`config.mk`:
```
export PLATFORM = sky130hd
export DESIGN_NAME = event_timestamp_unit
export DESIGN_NICKNAME = d
export VERILOG_FILES = /design/src/rtl/ts_pkg.sv /design/src/rtl/ts_time_counter.sv /design/src/rtl/ts_trig_edge.sv /design/src/rtl/ts_event_fifo.sv /design/src/rtl/event_timestamp_unit.sv
export SDC_FILE = /design/constraint.sdc
export NUM_CORES = 1
export LEC_CHECK = 0
export BUFFER_PORTS_ARGS = -buffer_cell sky130_fd_sc_hd__buf_2
export CAP_MARGIN = 40
export CORE_MARGIN = 8
export CORE_UTILIZATION = 45
export CTS_BUF_LIST = sky130_fd_sc_hd__clkbuf_16
export CTS_CLUSTER_DIAMETER = 60
export DETAILED_ROUTE_END_ITERATION = 16
export GPL_ROUTABILITY_DRIVEN = 1
export PLACE_DENSITY = 0.63
export SETUP_SLACK_MARGIN = 0.5
export SLEW_MARGIN = 20
export SYNTH_ARGS = -nofsm -noshare
export SYNTH_HDL_FRONTEND = slang
export SYNTH_HIERARCHICAL = 1
export SYNTH_SLANG_ARGS = --single-unit
```
`constraint.sdc`:
```
create_clock -name clk -period 3.5 [get_ports clk]
set_input_delay 0.175 -clock clk [delete_from_list [all_inputs] [get_ports clk]]
set_output_delay 0.175 -clock clk [all_outputs]
set_load 0.05 [all_outputs]
```
`src/rtl/ts_pkg.sv`:
```
package ts_pkg;
  localparam int unsigned TS_COARSE_W = 16;
  localparam int unsigned TS_FINE_W   = 4;
  localparam int unsigned TS_DIV      = 10;
  localparam int unsigned TS_DEPTH    = 8;
endpackage

```
`src/rtl/ts_time_counter.sv`:
```
module ts_time_counter #(
  parameter int unsigned COARSE_W = 16,
  parameter int unsigned FINE_W   = 4,
  parameter int unsigned DIV      = 10
) (
  input  logic                clk,
  input  logic                rst,
  input  logic                tick_en,
  output logic [COARSE_W-1:0] coarse,
  output logic [FINE_W-1:0]   fine
);
  localparam logic [FINE_W-1:0] FINE_LAST = FINE_W'(DIV - 1);

  always_ff @(posedge clk) begin
    if (rst) begin
      coarse <= '0;
      fine   <= '0;
    end else if (tick_en) begin
      coarse <= coarse + 1'b1;
      fine   <= '0;
    end else if (fine != FINE_LAST) begin
      fine <= fine + 1'b1;
    end
  end

  // fine value never leaves 0..DIV-1
  p_fine_range_r2: assert property (@(posedge clk) disable iff (rst)
    fine <= FINE_LAST);
  // coarse steps by one on every master tick, wrapping naturally
  p_coarse_step_r1: assert property (@(posedge clk) disable iff (rst)
    tick_en |=> coarse == $past(coarse) + 1'b1);
  // coarse holds without a tick
  p_coarse_hold_r1: assert property (@(posedge clk) disable iff (rst)
    !tick_en |=> $stable(coarse));
endmodule

```
`src/rtl/ts_trig_edge.sv`:
```
module ts_trig_edge (
  input  logic clk,
  input  logic rst,
  input  logic trig_in,
  output logic capture
);
  logic trig_q;

  always_ff @(posedge clk) begin
    if (rst) trig_q <= 1'b0;
    else     trig_q <= trig_in;
  end

  assign capture = trig_in & ~trig_q;

  // a held trigger yields one capture only
  p_single_capture_r4: assert property (@(posedge clk) disable iff (rst)
    capture |=> !capture);
endmodule

```
`src/rtl/ts_event_fifo.sv`:
```
module ts_event_fifo #(
  parameter int unsigned W     = 20,
  parameter int unsigned DEPTH = 8
) (
  input  logic         clk,
  input  logic         rst,
  input  logic         wr_req,
  input  logic [W-1:0] wr_data,
  input  logic         rd_req,
  output logic [W-1:0] rd_data,
  output logic         empty,
  output logic         full,
  output logic         overflow
);
  localparam int unsigned AW = (DEPTH > 1) ? $clog2(DEPTH) : 1;
  localparam int unsigned CW = $clog2(DEPTH + 1);
  localparam logic [AW-1:0] PTR_LAST = AW'(DEPTH - 1);
  localparam logic [CW-1:0] CNT_FULL = CW'(DEPTH);

  logic [W-1:0]  mem [DEPTH];
  logic [AW-1:0] wptr, rptr;
  logic [CW-1:0] count, count_nx;
  logic          wr_ok, rd_ok;

  assign wr_ok    = wr_req && !full;
  assign rd_ok    = rd_req && !empty;
  assign count_nx = count + CW'(wr_ok) - CW'(rd_ok);

  always_ff @(posedge clk) begin
    if (wr_ok) mem[wptr] <= wr_data;
  end

  always_ff @(posedge clk) begin
    if (rst) rd_data <= '0;
    else if (rd_ok) rd_data <= mem[rptr];
  end

  always_ff @(posedge clk) begin
    if (rst) begin
      wptr     <= '0;
      rptr     <= '0;
      count    <= '0;
      empty    <= 1'b1;
      full     <= 1'b0;
      overflow <= 1'b0;
    end else begin
      if (wr_ok) wptr <= (wptr == PTR_LAST) ? '0 : wptr + 1'b1;
      if (rd_ok) rptr <= (rptr == PTR_LAST) ? '0 : rptr + 1'b1;
      count <= count_nx;
      empty <= (count_nx == '0);
      full  <= (count_nx == CNT_FULL);
      if (wr_req && full) overflow <= 1'b1;
    end
  end

  // overflow is sticky
  p_overflow_sticky_r7: assert property (@(posedge clk) disable iff (rst)
    overflow |=> overflow);
  // a write while full does not move the write pointer
  p_drop_when_full_r7: assert property (@(posedge clk) disable iff (rst)
    (full && wr_req) |=> $stable(wptr));
  // flags never both set
  p_flags_exclusive_r6: assert property (@(posedge clk) disable iff (rst)
    !(empty && full));
  // occupancy bounded by depth
  p_count_bound_r5: assert property (@(posedge clk) disable iff (rst)
    count <= CNT_FULL);
  // ignored read on empty keeps output
  p_empty_read_hold_r5: assert property (@(posedge clk) disable iff (rst)
    (empty && rd_req) |=> $stable(rd_data));
endmodule

```
`src/rtl/event_timestamp_unit.sv`:
```
module event_timestamp_unit
  import ts_pkg::*;
#(
  parameter int unsigned COARSE_W = TS_COARSE_W,
  parameter int unsigned FINE_W   = TS_FINE_W,
  parameter int unsigned DIV      = TS_DIV,
  parameter int unsigned DEPTH    = TS_DEPTH,
  localparam int unsigned WORD_W  = COARSE_W + FINE_W
) (
  input  logic              clk,
  input  logic              rst,
  input  logic              tick_en,
  input  logic              trig_in,
  input  logic              rd_en,
  output logic [WORD_W-1:0] rd_data,
  output logic              empty,
  output logic              full,
  output logic              overflow
);
  logic [COARSE_W-1:0] coarse;
  logic [FINE_W-1:0]   fine;
  logic                capture;

  ts_time_counter #(.COARSE_W(COARSE_W), .FINE_W(FINE_W), .DIV(DIV)) u_cnt (
    .clk(clk), .rst(rst), .tick_en(tick_en), .coarse(coarse), .fine(fine)
  );

  ts_trig_edge u_edge (
    .clk(clk), .rst(rst), .trig_in(trig_in), .capture(capture)
  );

  ts_event_fifo #(.W(WORD_W), .DEPTH(DEPTH)) u_fifo (
    .clk(clk), .rst(rst),
    .wr_req(capture), .wr_data({coarse, fine}),
    .rd_req(rd_en), .rd_data(rd_data),
    .empty(empty), .full(full), .overflow(overflow)
  );

  // a capture into a non-full buffer clears empty on the next cycle
  p_capture_lands_r3: assert property (@(posedge clk) disable iff (rst)
    (capture && !full) |=> !empty);
endmodule

```
==> Word-level counts from Yosys, hierarchy flattened <==
Memories as Yosys holds them, arrays and structs flattened. A register that Yosys moved wholly into a read port is not among the register bits.
Cells that the tools add are included.
{ "word_totals": {"regBits": 34, "ram_bits": 160, "in_bits": 5, "output_inout_bits": 23, "memories": 1} }
{ "op_classes": {"add_sub_neg": 6, "n_eq_ne": 4, "n_mux": 4, "n_bitwise": 2, "n_reduce_logical": 7} }
{ "mem_list": {"columns": ["memory", "depth", "width", "rd", "rd_ports_with_merged_regs", "wr", "line", "text"], "rows": [
  ["u_fifo.mem", 8, 20, 1, 1, 1, "ts_event_fifo.sv:20", "logic [W-1:0] mem [DEPTH];"]
]} }
{ "op_table": {"columns": ["op", "count"], "rows": [
  ["$add 16x1->16 const B", 1],
  ["$add 3x1->3 const B", 2],
  ["$eq 3x3->1 const B", 2],
  ["$mux 3", 2],
  ["$add 4x1->4", 1],
  ["$add 4x1->4 const B", 1],
  ["$eq 4x4->1 const B", 1],
  ["$logic_not 4->1", 1],
  ["$ne 4x4->1 const B", 1],
  ["$sub 4x1->4", 1],
  ["$logic_and 1x1->1", 3],
  ["$logic_not 1->1", 2],
  ["$mux 1", 2],
  ["$reduce_or 2->1", 1],
  ["$and 1x1->1", 1],
  ["$not 1->1", 1]
]} }

==> Longest topological paths before layout <==
Gate-level depths: netlist (run 1).
{ "depth": {"depth_word": 6, "mapped_depth": 11, "mapped_depth_nobuf": 9} }

==> Cells and area by module <==
The synthesis (run 1) kept the hierarchy.
{ "modules_own_cells": {"columns": ["mod", "n_inst", "cells_each", "area_per_inst_um2", "seq_area_each_um2"], "rows": [
  ["ts_event_fifo", 1, 461, 7567.3, 5465.2],
  ["ts_time_counter", 1, 103, 924.6, 400.4],
  ["ts_trig_edge", 1, 3, 47.5, 20.0]
]} }

==> Worst setup path before layout (run 1) <==
No wires, ideal clock.
{ "synth_timing": {"kind": "reg-to-reg", "startpoint": "reg u_fifo.full", "endpoint": "mem u_fifo.mem[0][0], enable pin", "setup_time_ns": 0.448, "arrival_time_ns": 2.803, "t_required_ns": 3.052, "setup_slack_ns": 0.249, "path_stages_with_launch": 4, "synth_period_minus_slack_ns": 3.251, "path_cell_list": "dfxtp_1 -> nand2b_1 -> buf_2 -> nor4_1"} }
{ "synth_between": {"elab_chain_len": 4} }
{ "synth_rtl": {"columns": ["item", "line", "text"], "rows": [
  ["start: declaration", "ts_event_fifo.sv:12", "output logic full,"],
  ["start signal: assignment", "ts_event_fifo.sv:51", "full <= (count_nx == CNT_FULL);"],
  ["$logic_not 1->1", "ts_event_fifo.sv:25", "assign wr_ok = wr_req && !full;"],
  ["$logic_and 1x1->1", "ts_event_fifo.sv:25", null],
  ["$mux 1", "ts_event_fifo.sv:30", "if (wr_ok) mem[wptr] <= wr_data;"],
  ["$mux 1 (implied by the code)", "ts_event_fifo.sv:30", null],
  ["end: declaration", "ts_event_fifo.sv:20", null]
]} }
No other way between the ends.

==> Worst setup path in the final report (run 1) <==
{ "layout_timing": {"startpoint": "in trig_in", "endpoint": "reg u_fifo.full"} }
{ "layout_between": {"elab_chain_len": 5} }
{ "layout_rtl": {"columns": ["item", "line", "text"], "rows": [
  ["start: declaration", "event_timestamp_unit.sv:13", "input logic trig_in,"],
  ["$and 1x1->1", "ts_trig_edge.sv:14", "assign capture = trig_in & ~trig_q;"],
  ["net capture", "event_timestamp_unit.sv:22", "logic capture;"],
  ["$logic_and 1x1->1", "ts_event_fifo.sv:25", null],
  ["$add 4x1->4", "ts_event_fifo.sv:27", "assign count_nx = count + CW'(wr_ok) - CW'(rd_ok);"],
  ["$sub 4x1->4", "ts_event_fifo.sv:27", null],
  ["$eq 4x4->1", "ts_event_fifo.sv:51", null]
]} }
The timed path passes the listed nets, and every way through them passes these cells.
A chain may end at the register's enable or synchronous reset.

==> out/results.ini, run 1 <==
[run_status]
outcome=complete, no violations

[worst_setup_path]
cp_slowest_stage_delay_ns=0.52
rrSetupSlack_ns=1.04
cpLargestDelayFamily=adder cells
worstPathMaxFanout=9
crit_slowest_cell=dlygate4sd3_1
rr_startpoint=u_edge/trig_q
cp.arrival_ns=2.89
worstSetupEndpointType=flip-flop
cp_data_required_time_ns=3.92
cp_num_buf_inv=3
rr_worst_depth=9
worstPathCellList=dlygate4sd3_1, buf_2, nor2b_4, nand2b_1, ha_1, inv_1, ha_1, fa_1, xor2_1, nor3_1, nor3b_1
path_class=in2reg
cp.depth=11
reg2reg_to=u_fifo/full
critPathLaunchType=primary input
crit_top_cell=ha_1

[clock_network]
cts_max_level=1
cts.sinks=214
path_clk_slew_ns=0.06
cts_tree=yes
cts_setup_buffers=0
cts-root-buf=clkbuf_16
cts_inserted_buffers=22
clk_latency_ns=0.50
clock_path_buffers=3

[timing]
min_period_ns=2.47
tightest_slew_ns=0.813
maxSlewHeadroom_pct=45.7
slew_viol_final=0
finalSetupViolCount=0
tns_ns=0
fmax_ghz=0.405
rsz0062_at_grt=no
finalCritPeriodShare_pct=70.6
whs_ns=0.112
hold_violations=0
fin_worst_skew_ns=0.00840

[logic_synthesis]
yosys_warnings=6
ys.flop_type=edfxtp_1
yosysMostFrequentCell=edfxtp_1
ys_seq_area_share_pct=68.9
synth_area_per_cell_um2=15.1
ys_types=40
synth_top_area_share_pct=56.3
ys_seq_elements=214
yosysTopAreaCell=edfxtp_1
ys_top_cells_by_count=edfxtp_1, mux2i_1, dfxtp_1
async_flop_share_pct=0
synthesis.area_mm2=0.00854
synthCells=567
syn-num-nets=584
synth_edf_count=160
synthTopCellsByArea=edfxtp_1, dfxtp_1, mux2i_1

[global_route]
grt_pass1_vias=4706
grt_antenna_before_repair=0
grt_max_degree=40
grt_usage_pct=14.3
grt_pass1_wl_mm=26.7
grt_overflow_total=0

[drt]
drcViolationCount=0
wire_per_inst_um=19.7
firstDrtPassIters=5
num_vias=4676
ant_nets=0
routed_wl_mm=16.9
avgViaCountPerCell=5.45
drt-initial-drc-count=255

[layout]
drive_above_1_share_pct=18.1
fin_nets=625
fill_cells=1544
syn_to_final_growth_pct=13.1
antenna_cells=0

[floorplan]
boundaryPins=28
start_util_pct=45.8
die_y_um=154
core_area_mm2=0.0186
placementRows=50
dieArea_mm2=0.0236
die_x_um=154

[place]
dp_hpwl_mm=10.0
gp_congestion=0.711
io_buffers=27

[hold_path]
min_from=tick_en
min_path_cells=2
hold-path-endpoint=u_cnt/fine[0]
min_path_type=in2reg

[power]
power_leakage_nw=3.34
power.density_mw_per_mm2=656
vdd_ir_drop_max_mv=0.272
finalPower_mw=6.33

[run]
maxCapViolCount=0

[worst register-to-register path, cell delays in order, from the launching register on]
cell and delay [ns]:
dfxtp_1 0.32, nor2b_4 0.13, nand2b_1 0.29, ha_1 0.40, inv_1 0.04, ha_1 0.20
fa_1 0.39, xor2_1 0.16, nor3_1 0.21, nor3b_1 0.23
[cells in the final DEF (no fill, tap or decap), drive strengths merged, types with 2 or more instances in the layout]
| cell type | synthesis | final |
|---|---|---|
| nor2b | 10 | 10 |
| edfxtp | 160 | 160 |
| inv | 7 | 12 |
| xnor2 | 5 | 5 |
| clkinv | 0 | 10 |
| clkbuf | 7 | 23 |
| nor2 | 46 | 46 |
| mux2 | 5 | 5 |
| ha | 11 | 11 |
| and4 | 2 | 2 |
| a22oi | 40 | 40 |
| buf | 22 | 45 |
| nand3 | 6 | 6 |
| dfxtp | 54 | 54 |
| nor4 | 2 | 2 |
| a21oi | 28 | 28 |
| nand2 | 12 | 12 |
| xor2 | 10 | 10 |
| a21o | 2 | 2 |
| mux2i | 83 | 83 |
| bufinv | 0 | 2 |
| nand2b | 5 | 5 |
| nand4 | 6 | 6 |
| nor3 | 34 | 34 |
[what timing repair did]
action,CTS,global route
endpoints found under the hold margin,1,0
gates resized for setup,0,0
hold buffers,1,0
[state kept, by name, summed over array words and instances (netlist names)]
signal,count
u_cnt/coarse,16
u_cnt/fine,4
u_edge/trig_q,1
u_fifo/count,4
u_fifo/empty,1
u_fifo/full,1
u_fifo/mem,160
u_fifo/overflow,1
u_fifo/rd_data,20
u_fifo/rptr,3
u_fifo/wptr,3
[final cells by class]
type | count | area (um2) | area share, %
multi-input cells | 317 | 2440 | 25.2
inverters | 7 | 26.3 | 0.272
well taps | 234 | 293 | 3.03
clock inverters | 17 | 125 | 1.30
flip-flops and latches | 214 | 5890 | 61.0
repair buffers | 46 | 308 | 3.19
clock buffers | 23 | 576 | 5.96
[cells by family after synthesis]
logic type	Yosys count	synth area share, %
adders and majority gates	12	1.85
muxes	88	10.4
DFF	214	68.9
xor gates and xnor gates	15	1.54
and+or+nand+nor	130	8.78
AOI/OAI and AO/OA	72	5.49
buffers and inverters	36	3.03
[power by group]
part	internal [mW]	switching (mW)
combinational	0.383	0.700
sequential	2.87	0.126
clock	1.33	0.920
total	4.58	1.75
[routing by layer]
layer  global-route usage [%]  share of wire [%]  up-vias
li1                         -                  -     2223
met1                     19.0                 47     2349
met2                     23.4                 47       78
met3                     2.35                4.3       26
met4                     4.67                1.8        0
met5                        0                  0        -
[metrics by stage]
stage | worst slack, ns | cells | instance area [um2] | util, %
after global placement | 1.15 | 815 | 8900 | 47.7
after detailed placement | 1.08 | 816 | 8920 | 47.8
after global routing | 0.830 | 858 | 9650 | 51.8
final | 1.03 | 858 | 9650 | 51.8
after CTS | 1.05 | 857 | 9630 | 51.6
after floorplan | 0.774 | 567 | 8550 | -
[worst max-delay path by stage]
stage	startpoint	endpoint	slack (ns)
after detailed placement	u_fifo/empty	u_fifo/full	1.08
after CTS	u_fifo/empty	u_fifo/full	1.05
after global placement	u_fifo/empty	u_fifo/full	1.15
after global routing	trig_in	u_fifo/full	0.83
final	trig_in	u_fifo/full	1.03
after floorplan	u_fifo/full	u_fifo/mem[1][0]	0.77
(Power assumes the default switching activity.)
==> run 2: changes to the inputs <==
--- a/config.mk
+++ b/config.mk
@@ -5,6 +5,7 @@
 export SDC_FILE = /design/constraint.sdc
 export NUM_CORES = 1
 export LEC_CHECK = 0
+export ABC_AREA = 1
 export BUFFER_PORTS_ARGS = -buffer_cell sky130_fd_sc_hd__buf_2
 export CAP_MARGIN = 40
 export CORE_MARGIN = 8
==> constraint.sdc (replaced) <==
create_clock -name clk -period 2.3 [get_ports clk]
set_input_delay 0.115 -clock clk [delete_from_list [all_inputs] [get_ports clk]]
set_output_delay 0.115 -clock clk [all_outputs]
set_load 0.05 [all_outputs]
==> run 2 against run 1 <==
Compared with the run above:
- synthesized area increased by 7.9%
- sequential share of layout area decreased by 6.7 points
- sequential power increased by 53%
- core utilization increased by 2.1 points
- combinational power increased by 140%
- clock-buffer cell count increased by 2
- critical path type is now reg2reg
- largest cell class unchanged
==> out/results.ini, run 2 <==
[place]
dp_hpwl_mm=11.4  ; +14%
gp_congestion=0.746  ; +5.0%
dp_cells=1233  ; +51%
io_buffers=27  ; unchanged

[timing]
fin_worst_skew_ns=0.00763  ; -0.000769 ns
finalSetupViolCount=0  ; unchanged
maxSlewHeadroom_pct=63.7  ; +18 points
tightest_slew_ns=0.545  ; -0.268 ns
tns_ns=0  ; unchanged
slew_viol_final=0  ; unchanged
min_period_ns=1.94
fmax_ghz=0.514
rsz0062_at_grt=yes
finalCritPeriodShare_pct=84.6
hold_violations=0  ; unchanged

[clock_network]
path_clk_slew_ns=0.06  ; about the same
cts_max_level=1  ; unchanged
cts_inserted_buffers=24  ; +9.1%
clk_latency_ns=0.50  ; about the same
clock_path_buffers=3  ; unchanged
cts-root-buf=clkbuf_16
cts.sinks=214  ; unchanged
cts_tree=yes

[layout]
antenna_cells=0  ; unchanged
syn_to_final_growth_pct=17.9
final_cells=1287  ; +50%
fin_nets=1016  ; +63%
largest_reg_flops=160  ; unchanged
top_regs=u_fifo/mem: 160 flops, u_fifo/rd_data: 20 flops, u_cnt/coarse: 16 flops
top_register=u_fifo/mem
layout_commonest_cell=nand2_1
drive_above_1_share_pct=12.7  ; -5.4 points
final_cell_mix=nand2_1, inv_1, edfxtp_1

[drt]
routed_wl_mm=19.7  ; +16%
ant_nets=0  ; unchanged
drt-initial-drc-count=488  ; +91%
avgViaCountPerCell=4.83  ; -11%
num_vias=6216  ; +33%
firstDrtPassIters=5  ; unchanged
wire_per_inst_um=15.3  ; -22%
drcViolationCount=0  ; unchanged

[logic_synthesis]
ys_seq_elements=214  ; unchanged
ys_types=30  ; -25%
ys_seq_area_share_pct=63.9  ; -5.1 points
synth_edf_count=160  ; unchanged
synthesis.area_mm2=0.00922  ; +7.9%
yosysTopAreaCell=edfxtp_1
yosys_warnings=6  ; unchanged
synthTopCellsByArea=edfxtp_1, dfxtp_1, nand2_1
ys.flop_type=edfxtp_1
async_flop_share_pct=0  ; unchanged
yosysMostFrequentCell=nand2_1
syn-num-nets=967  ; +66%
synthCells=950  ; +68%
synth_top_area_share_pct=52.1  ; -4.1 points
ys_top_cells_by_count=nand2_1, inv_1, edfxtp_1
synth_area_per_cell_um2=9.70  ; -36%

[floorplan]
placementRows=52  ; +4.0%
core_area_mm2=0.0202  ; +8.2%
die_x_um=159  ; +3.5%
start_util_pct=45.7  ; -0.12 points
boundaryPins=28  ; unchanged
dieArea_mm2=0.0253  ; +7.1%
die_y_um=159  ; +3.5%

[power]
power.density_mw_per_mm2=1010  ; +54%
power_leakage_nw=4.76  ; +42%
vdd_ir_drop_max_mv=0.593  ; +120%

[worst_setup_path]
path_class=reg2reg
rr_worst_depth=10  ; +1
cp_data_required_time_ns=2.74  ; -1.18 ns
rrSetupSlack_ns=0.36  ; -0.68 ns
reg2reg_to=u_fifo/empty
critPathLaunchType=flip-flop
crit_top_cell=ha_4
rr_startpoint=u_edge/trig_q
crit_slowest_cell=fa_2
worstPathMaxFanout=2  ; -7
cp_slowest_stage_delay_ns=0.35  ; -0.17 ns
cp.arrival_ns=2.38  ; -0.51 ns
worstPathCellList=nor2_2, inv_1, or2_4, ha_4, inv_2, ha_4, fa_2, xnor2_2, nand3_2, o21ai_1
worstSetupEndpointType=flip-flop

[run]
maxCapViolCount=0  ; unchanged

[run_status]
outcome=complete, no violations

[global_route]
grt_overflow_total=0  ; unchanged
grt_usage_pct=15.4  ; +1.2 points
grt_antenna_before_repair=0  ; unchanged
grt_pass1_wl_mm=31.8  ; +19%
grt_max_degree=83  ; +110%
grt_pass1_vias=6059  ; +29%

[hold_path]
min_from=tick_en
hold-path-endpoint=u_cnt/coarse[2]
min_path_cells=3  ; +1
min_path_type=in2reg

-- run 2: cell count changes after synthesis, moves of 13 or more --
cell     change
nor3_1      -13
inv_1      +188
o21ai_0     +31
a22oi_1     -40
mux2i_1     -83
nor3_2      -20
nand3_1    +129
nand2_1    +204
-- run 2: per-stage QoR --
step                      setup slack [ns]  hold slack [ns]  total power [mW]  instance area, um2  utilization, %
after floorplan                      0.287            0.182              6.51                9320               -
final                                0.355           0.0396              11.0               10900            53.9
after global routing                 0.249           0.0587              11.6               10900            53.9
after CTS                            0.346        0.0000531              11.0               10700            53.0
after detailed placement             0.272            0.367              7.13                9820            48.7
after global placement               0.272            0.352              7.05                9760            48.4
-- run 2: area by class of cell --
type / count / area (um2)
clock buffer: 25 / 626
fill: 1757 / 9310
timing repair buffer: 62 / 618
clock inverter: 19 / 179
sequential: 214 / 5890
multi-input combinational: 499 / 2460
inverter: 198 / 753
tap: 270 / 338
-- run 2: critical path: cells and delay by family, from the launching register on --
family	cells	cell delay [ns]
adder cells (fa/ha/maj)	3	0.76
AND/OR/NAND/NOR	3	0.45
flip-flops	1	0.31
XOR/XNOR	1	0.17
AO/OA/AOI/OAI	1	0.11
buffers and inverters	2	0.08
-- run 2: worst max path at each step --
stage,endpoint,startpoint,cells after the start
after floorplan,u_fifo/empty,u_edge/trig_q,11
after global placement,u_fifo/empty,u_edge/trig_q,10
after detailed placement,u_fifo/empty,u_edge/trig_q,10
after CTS,u_fifo/empty,u_edge/trig_q,10
after global routing,u_fifo/empty,u_edge/trig_q,10
final,u_fifo/empty,u_edge/trig_q,10
-- run 2: cell families (layout without fill, tap and decap cells) --
kind of cell	count (synthesis)	in the layout	share of synthesized area (%)
AND/OR/NAND/NOR	408	408	19.0
XOR/XNOR	6	6	0.570
buffers and inverters	237	304	10.8
adder cells (fa/ha/maj)	12	12	1.71
flip-flops	214	214	63.9
AO/OA/AOI/OAI	73	73	4.09
-- run 2: what timing repair did --
item / in CTS / in global routing
gates cloned: 0 / 3
pin swaps: 6 / 2
setup buffers: 1 / 4
setup endpoints to repair: 83 / 165
endpoints found under the hold margin: 2 / 0
gates resized for setup: 10 / 21
hold buffers: 2 / 0
-- run 2: power by group --
group	switching, mW	total, mW	internal, mW
Clock	1.43	3.83	2.40
Combinational	1.77	2.58	0.808
Sequential	0.127	4.59	4.46
-- run 2: routing by layer --
metal  wire (um)  global-route usage [%]
met4         344                    4.59
met2        9210                    25.7
met5           0                       0
met1        9030                    20.1
met3        1090                    2.84
